File: src/rtl/dma_blk_pkg.sv
package dma_blk_pkg;
  typedef enum logic [2:0] {
    ST_IDLE  = 3'd0,
    ST_REQ   = 3'd1,
    ST_RD    = 3'd2,
    ST_WR    = 3'd3,
    ST_PAUSE = 3'd4
  } seq_st_t;

  typedef enum logic [1:0] {
    AM_FIXED = 2'b00,
    AM_UP    = 2'b01,
    AM_DOWN  = 2'b10,
    AM_HOLD  = 2'b11
  } amode_t;
endpackage

File: src/rtl/dma_addr_ctr.sv
module dma_addr_ctr #(
  parameter int AW = 16
) (
  input  logic          clk,
  input  logic          rst_n,
  input  logic          load,
  input  logic [AW-1:0] load_val,
  input  logic [1:0]    mode,
  input  logic          word,
  input  logic          step_en,
  output logic [AW-1:0] addr
);
  import dma_blk_pkg::*;

  logic [AW-1:0] addr_q, addr_d, step;

  assign step = {{(AW-2){1'b0}}, word, ~word};

  always_comb begin
    addr_d = addr_q;
    if (load) begin
      addr_d = load_val;
    end else if (step_en) begin
      case (amode_t'(mode))
        AM_UP:   addr_d = addr_q + step;
        AM_DOWN: addr_d = addr_q - step;
        default: addr_d = addr_q;
      endcase
    end
  end

  always_ff @(posedge clk or negedge rst_n) begin
    if (!rst_n) addr_q <= '0;
    else if (load || step_en) addr_q <= addr_d;
  end

  assign addr = addr_q;


  fixed_hold_chk: assert property (@(posedge clk) disable iff (!rst_n)
    (step_en && !load && (mode == 2'b00 || mode == 2'b11)) |=> $stable(addr));
endmodule

File: src/rtl/dma_blk_cnt.sv
module dma_blk_cnt #(
  parameter int SZW  = 8,
  parameter int CNTW = 16
) (
  input  logic                clk,
  input  logic                rst_n,
  input  logic                load,
  input  logic [SZW+CNTW-1:0] load_val,
  input  logic                start,
  input  logic                xfer_done,
  output logic                last_xfer,
  output logic                cnt_last,
  output logic [CNTW-1:0]     cnt_val
);
  localparam int BLW = SZW + 1;

  logic [SZW-1:0]  size_q;
  logic [BLW-1:0]  left_q, left_d;
  logic [CNTW-1:0] cnt_q, cnt_d;

  always_ff @(posedge clk or negedge rst_n) begin
    if (!rst_n) size_q <= '0;
    else if (load) size_q <= load_val[SZW+CNTW-1:CNTW];
  end

  always_comb begin
    left_d = left_q;
    if (start) begin
      if (size_q == '0) left_d = {1'b1, {SZW{1'b0}}};
      else              left_d = {1'b0, size_q};
    end else if (xfer_done) begin
      left_d = left_q - 1'b1;
    end
  end

  always_comb begin
    cnt_d = cnt_q;
    if (load) cnt_d = load_val[CNTW-1:0];
    else if (xfer_done && last_xfer) cnt_d = cnt_q - 1'b1;
  end

  always_ff @(posedge clk or negedge rst_n) begin
    if (!rst_n) begin
      left_q <= '0;
      cnt_q  <= '0;
    end else begin
      if (start || xfer_done) left_q <= left_d;
      if (load || (xfer_done && last_xfer)) cnt_q <= cnt_d;
    end
  end

  assign last_xfer = (left_q == BLW'(1));
  assign cnt_last  = (cnt_q == CNTW'(1));
  assign cnt_val   = cnt_q;


  blk_nz_chk: assert property (@(posedge clk) disable iff (!rst_n)
    xfer_done |-> (left_q != '0));

  blk_start_chk: assert property (@(posedge clk) disable iff (!rst_n)
    start |=> (left_q != '0));
endmodule

File: src/rtl/dma_blk_fsm.sv
module dma_blk_fsm (
  input  logic clk,
  input  logic rst_n,
  input  logic cfg_load,
  input  logic giveup,
  input  logic req,
  input  logic hp_req,
  input  logic bus_gnt,
  input  logic other_req,
  input  logic last_xfer,
  input  logic cnt_last,
  output logic accept,
  output logic hp_ack,
  output logic bus_req,
  output logic rd_cyc,
  output logic wr_cyc,
  output logic tend,
  output logic chan_en,
  output logic done_irq
);
  import dma_blk_pkg::*;

  seq_st_t st_q, st_d;
  logic    en_q, en_d, irq_q, irq_d;

  assign accept  = (st_q == ST_IDLE) && en_q && req && !hp_req;
  assign hp_ack  = (st_q == ST_IDLE) && hp_req;
  assign bus_req = (st_q == ST_REQ) || (st_q == ST_RD) || (st_q == ST_WR);
  assign rd_cyc  = (st_q == ST_RD);
  assign wr_cyc  = (st_q == ST_WR);
  assign tend    = wr_cyc && last_xfer;

  always_comb begin
    st_d = st_q;
    case (st_q)
      ST_IDLE:  if (accept) st_d = ST_REQ;
      ST_REQ:   if (bus_gnt) st_d = ST_RD;
      ST_RD:    st_d = ST_WR;
      ST_WR: begin
        if (last_xfer)               st_d = ST_IDLE;
        else if (giveup && other_req) st_d = ST_PAUSE;
        else                          st_d = ST_RD;
      end
      ST_PAUSE: if (!other_req) st_d = ST_REQ;
      default:  st_d = ST_IDLE;
    endcase
  end

  always_comb begin
    en_d  = en_q;
    irq_d = irq_q;
    if (cfg_load) begin
      en_d  = 1'b1;
      irq_d = 1'b0;
    end else if (tend && cnt_last) begin
      en_d  = 1'b0;
      irq_d = 1'b1;
    end
  end

  always_ff @(posedge clk or negedge rst_n) begin
    if (!rst_n) begin
      st_q  <= ST_IDLE;
      en_q  <= 1'b0;
      irq_q <= 1'b0;
    end else begin
      st_q  <= st_d;
      en_q  <= en_d;
      irq_q <= irq_d;
    end
  end

  assign chan_en  = en_q;
  assign done_irq = irq_q;


  rd_then_wr_chk: assert property (@(posedge clk) disable iff (!rst_n)
    rd_cyc |=> wr_cyc);

  release_chk: assert property (@(posedge clk) disable iff (!rst_n)
    tend |=> !bus_req);

  ack_pulse_chk: assert property (@(posedge clk) disable iff (!rst_n)
    accept |=> !accept);

  hp_after_end_chk: assert property (@(posedge clk) disable iff (!rst_n)
    (hp_ack && $past(wr_cyc)) |-> $past(tend));

  yield_chk: assert property (@(posedge clk) disable iff (!rst_n)
    ($fell(bus_req) && !$past(tend)) |-> $past(giveup && other_req));
endmodule

File: src/rtl/dma_blk_seq.sv
module dma_blk_seq #(
  parameter int AW = 16,
  parameter int DW = 16
) (
  input  logic          clk,
  input  logic          rst_n,
  input  logic          cfg_load,
  input  logic [23:0]   cfg_count,
  input  logic [AW-1:0] cfg_src,
  input  logic [AW-1:0] cfg_dst,
  input  logic [1:0]    cfg_smode,
  input  logic [1:0]    cfg_dmode,
  input  logic          cfg_word,
  input  logic          cfg_giveup,
  input  logic          xfer_req,
  output logic          xfer_ack,
  input  logic          hp_req,
  output logic          hp_ack,
  output logic          bus_req,
  input  logic          bus_gnt,
  input  logic          other_req,
  output logic          mem_rd,
  output logic          mem_wr,
  output logic [AW-1:0] mem_addr,
  output logic [DW-1:0] mem_wdata,
  input  logic [DW-1:0] mem_rdata,
  output logic          blk_end,
  output logic          chan_en,
  output logic          done_irq,
  output logic [15:0]   xfer_left
);
  localparam int SZW  = 8;
  localparam int CNTW = 16;
  localparam int BW   = 8;

  logic [1:0]    smode_q, dmode_q;
  logic          word_q, giveup_q;
  logic [DW-1:0] hold_q, hold_d;
  logic [AW-1:0] src_a, dst_a;
  logic          accept, last_xfer, cnt_last, rd_cyc, wr_cyc, tend;

  always_ff @(posedge clk or negedge rst_n) begin
    if (!rst_n) begin
      smode_q  <= 2'b00;
      dmode_q  <= 2'b00;
      word_q   <= 1'b0;
      giveup_q <= 1'b0;
    end else if (cfg_load) begin
      smode_q  <= cfg_smode;
      dmode_q  <= cfg_dmode;
      word_q   <= cfg_word;
      giveup_q <= cfg_giveup;
    end
  end

  always_comb begin
    hold_d = word_q ? mem_rdata : {{(DW-BW){1'b0}}, mem_rdata[BW-1:0]};
  end

  always_ff @(posedge clk or negedge rst_n) begin
    if (!rst_n) hold_q <= '0;
    else if (rd_cyc) hold_q <= hold_d;
  end

  dma_blk_fsm u_fsm (
    .clk(clk), .rst_n(rst_n), .cfg_load(cfg_load), .giveup(giveup_q),
    .req(xfer_req), .hp_req(hp_req), .bus_gnt(bus_gnt), .other_req(other_req),
    .last_xfer(last_xfer), .cnt_last(cnt_last), .accept(accept), .hp_ack(hp_ack),
    .bus_req(bus_req), .rd_cyc(rd_cyc), .wr_cyc(wr_cyc), .tend(tend),
    .chan_en(chan_en), .done_irq(done_irq)
  );

  dma_blk_cnt #(.SZW(SZW), .CNTW(CNTW)) u_cnt (
    .clk(clk), .rst_n(rst_n), .load(cfg_load), .load_val(cfg_count),
    .start(accept), .xfer_done(wr_cyc), .last_xfer(last_xfer),
    .cnt_last(cnt_last), .cnt_val(xfer_left)
  );

  dma_addr_ctr #(.AW(AW)) u_src (
    .clk(clk), .rst_n(rst_n), .load(cfg_load), .load_val(cfg_src),
    .mode(smode_q), .word(word_q), .step_en(wr_cyc), .addr(src_a)
  );

  dma_addr_ctr #(.AW(AW)) u_dst (
    .clk(clk), .rst_n(rst_n), .load(cfg_load), .load_val(cfg_dst),
    .mode(dmode_q), .word(word_q), .step_en(wr_cyc), .addr(dst_a)
  );

  assign xfer_ack  = accept;
  assign mem_rd    = rd_cyc;
  assign mem_wr    = wr_cyc;
  assign mem_addr  = wr_cyc ? dst_a : src_a;
  assign mem_wdata = wr_cyc ? hold_q : '0;
  assign blk_end   = tend;


  irq_after_end_chk: assert property (@(posedge clk) disable iff (!rst_n)
    $rose(done_irq) |-> ($past(blk_end) && xfer_left == 16'd0));

  off_no_ack_chk: assert property (@(posedge clk) disable iff (!rst_n)
    !chan_en |-> !xfer_ack);
endmodule

File: config.mk
export PLATFORM = sky130hd
export DESIGN_NAME = dma_blk_seq
export DESIGN_NICKNAME = d
export VERILOG_FILES = /design/src/rtl/dma_blk_pkg.sv /design/src/rtl/dma_addr_ctr.sv /design/src/rtl/dma_blk_cnt.sv /design/src/rtl/dma_blk_fsm.sv /design/src/rtl/dma_blk_seq.sv
export SDC_FILE = /design/constraint.sdc
export NUM_CORES = 1
export LEC_CHECK = 0
export BUFFER_PORTS_ARGS = -buffer_cell sky130_fd_sc_hd__buf_2
export CAP_MARGIN = 10
export CORE_MARGIN = 5
export CORE_UTILIZATION = 55
export DETAILED_ROUTE_END_ITERATION = 7
export PLACE_DENSITY = 0.8
export SLEW_MARGIN = 5
export SYNTH_ARGS = -nofsm -noshare
export SYNTH_HDL_FRONTEND = slang
export SYNTH_HIERARCHICAL = 1
export SYNTH_SLANG_ARGS = --single-unit
File: constraint.sdc
create_clock -name clk -period 7.4 [get_ports clk]
set_clock_uncertainty 0.1 [all_clocks]
set_input_delay 0.74 -clock clk [delete_from_list [all_inputs] [get_ports clk]]
set_output_delay 0.74 -clock clk [all_outputs]
set_load 0.1 [all_outputs]
==> metrics.md <==
| Metric | Value |
|---|---|
| Crit-path max cell delay | `0.84 ns` |
| Share of layout cells above drive strength 1 | `0.304` |
| Req. time, crit path | `6.56 ns` |
| Cell taking the most area after synthesis | `dfrtp_1` |
| Run status | `finished, final reports clean` |
| Register area share after synthesis | `0.391` |
| Leak | `2.87 nW` |
| WL per Instance | `17.7 um` |
| PD cells | `340 nW/um2` |
| Total Wirelength | `15800 um` |
| Die ar. | `12900 um2` |
| Area share of fa/ha/maj cells after synthesis | `0.0238` |
| CP cell instances | `and3b_2, mux2_2, buf_2` |
| Largest family of logic cells by synthesized area | `simple AND/OR/NAND/NOR gates` |
| Synth top cells by count | `dfrtp_1 (92), o21ai_0 (51), nand2_1 (47)` |
| Final TNS setup | `0 ns` |
| Crit path max fanout | `47` |
| Grt ovf | `0` |
| Clk_lat worst skew | `0.37 ns` |
| Area contributors post-synth | `dfrtp_1 (39%), mux2_2 (8.4%), o21ai_0 (4.3%)` |
| Min-Delay Path Class | `primary input to async pin` |
| DRT Pass-1 Iters | `6` |
| Avg Cell Area, Syn | `9.42 um2` |
| Max Buffers Root-to-Sink | `2` |
| Final core utilization | `0.653` |
| Delay-heaviest family, CP | `simple AND/OR/NAND/NOR gates` |
| Post-Synth XOR/XNOR Area | `0.0476` |
| Max IR drop VDD | `0.358 mV` |
| Mux share of post-synthesis cell area | `0.103` |
| Slew Limit Fails | `0` |
| Final setup fails | `0` |
| Vias post-DR | `5282` |
| Syn nets | `720` |
| DRC viols | `0` |
| IO Pins | `141` |
| CP startpoint kind | `flop` |
| Die Span Y | `113 um` |
| Worst Setup Path Type | `flop to primary output` |
| Initial antenna violation count | `0` |
| Synth top area share | `0.391` |
| Detail Placement HPWL | `11300 um` |
| CTS tree | `yes` |
| Max cap viols | `0` |
| Fin crit share | `0.454` |
| Tmin final | `3.36 ns` |
| GPL Wtd Cong | `0.911` |
| Cell area after synthesis | `5890 um2` |
| Vias in the first global route | `5213` |
| Hold_buf cts | `0` |
| Chip Width | `113 um` |
| Pin count of the biggest net entering global routing | `77` |
| Post-synth ARST share | `1.00` |
| Area delta synth->final | `15.0%` |
| Count leader, synth | `dfrtp_1` |
| Number of nets in the layout | `843` |
| Endpoints failing hold | `0` |
| Fmax | `297 MHz` |
| Standard-cell row count | `37` |
| Fillers | `866` |
| Clock slew at reported path FFs | `0.09 ns` |
| #FFs+latches synth | `92` |
| CP Capture Type | `primary output` |
| Synth Area in Compound Gates | `0.126` |
| Rel. slew slack | `0.395` |
| # H-tree levels | `3` |
| Simple-Gate Fraction of Synth Area | `0.257` |
| IO Port Bufs | `140` |
| Clk root buf | `clkbuf_8` |
| Overall Global Routing Usage | `0.246` |
| Initial Util | `0.568` |
| Post-synth EDFFs | `0` |
| First-pass GRT wire length | `25800 um` |
| YS warnings | `6` |
| Overall Power | `2.30 mW` |
| Post-CTS sizing | `0` |
| Synthesized instance count | `625` |
| Clk sink count | `92` |
| Cell variety after synth | `74` |
| Crit path DAT | `2.52 ns` |
| 1st-iter DRT viols | `417` |
| Slew at the pin with the worst max-slew slack | `0.908 ns` |
| ANT cells | `0` |
| Pre-CTS setup slack | `4.44 ns` |
| Unrepaired setup endpoints after global routing | `no` |
| Slowest library cell on the worst path | `and3b_2` |
| Total setup buffers inserted after CTS | `0` |
| Final worst setup slack | `4.04 ns` |
| Total CTS buffers | `9` |
| Core area | `10400 um2` |
| Most used DFF post-synth | `dfrtp_1` |
| Post-DR vias/cell | `5.94` |
| Post-route ant nets | `0` |
| CP Buf/Inv Count | `1` |
==> kinds of logic (layout without fill, tap and decap cells) <==
logic type / Yosys count / after routing
XOR/XNOR: 32 / 32
buffers and inverters: 55 / 183
multiplexers: 53 / 53
flip-flops: 92 / 92
adder cells (fa/ha/maj): 10 / 10
AND/OR/NAND/NOR: 262 / 262
AO/OA/AOI/OAI: 121 / 121
==> through the flow <==
| step | hold WS [ns] | area, um2 | std cells |
|---|---|---|---|
| after floorplan | 0.344 | 5890 | 625 |
| after global placement | 0.378 | 6590 | 873 |
| after detailed placement | 0.389 | 6590 | 873 |
| after CTS | 0.228 | 6770 | 889 |
| after global routing | 0.245 | 6770 | 889 |
| final | 0.223 | 6770 | 889 |
==> power by group <==
group | switching, mW | total (mW) | internal, mW
sequential | 0.134 | 0.747 | 0.613
clock | 0.190 | 0.332 | 0.141
combinational | 0.911 | 1.22 | 0.309
total | 1.23 | 2.30 | 1.06
==> routing by layer <==
metal	vias up	wire, um	track usage
met2	207	7610	0.406
met4	0	323	0.0729
met1	2520	6810	0.334
met3	35	1030	0.0403
li1	2520	-	-
met5	-	0	0
==> sequential cells by signal, indices dropped and copies added, names as in the netlist <==
name and flops:
dmode_q 2, giveup_q 1, hold_q 16, smode_q 2, u_cnt/cnt_val 16, u_cnt/left_q 9
u_cnt/size_q 8, u_dst/addr 16, u_fsm/chan_en 1, u_fsm/done_irq 1, u_fsm/st_q 3, u_src/addr 16
word_q 1
==> final timing paths <==
check | start | depth (start not counted) | end | slack (ns)
worst max register to register | dmode_q[0] | 9 | u_dst/addr[6] | 4.41
worst min register to register | hold_q[0] | 1 | hold_q[0] | 0.41
min in group clk | hold_q[0] | 1 | hold_q[0] | 0.41
max in group asynchronous | rst_n | 2 | u_cnt/size_q[1] | 5.86
worst min-delay path | rst_n | 1 | u_dst/addr[14] | 0.22
worst max-delay path | u_fsm/st_q[0] | 3 | mem_addr[6] | 4.04
==> cells in the final DEF, fill, tap and decap left out, types with 4 or more instances in the layout <==
cell	instances
or3_1	19
dfrtp_1	92
mux2_4	4
nand2_1	47
nand3_1	27
nand4_1	12
xnor2_1	17
o21ai_0	51
nor4_1	15
inv_1	22
mux2i_1	5
o21a_1	4
clkbuf_8	11
nand3b_1	4
o211ai_1	4
a21oi_1	17
nor2b_1	9
nand2b_1	6
xor2_1	15
buf_2	139
mux2_2	44
a31oi_1	15
nor2_1	37
o31ai_1	5
ha_1	8
nor3b_1	4
nor3_1	21
or4_1	11
and2_1	19
buf_4	5
==> cell type report <==
cell class,instances,area (um2),area share
Clock buffer,11,151,0.0224
Sequential cell,92,2300,0.340
Inverter,23,86.3,0.0127
Tap cell,136,170,0.0251
Multi-Input combinational cell,478,3290,0.486
Timing Repair Buffer,144,733,0.108
Clock inverter,5,35.0,0.00517
Note: power is estimated with default switching activity, not from simulation.
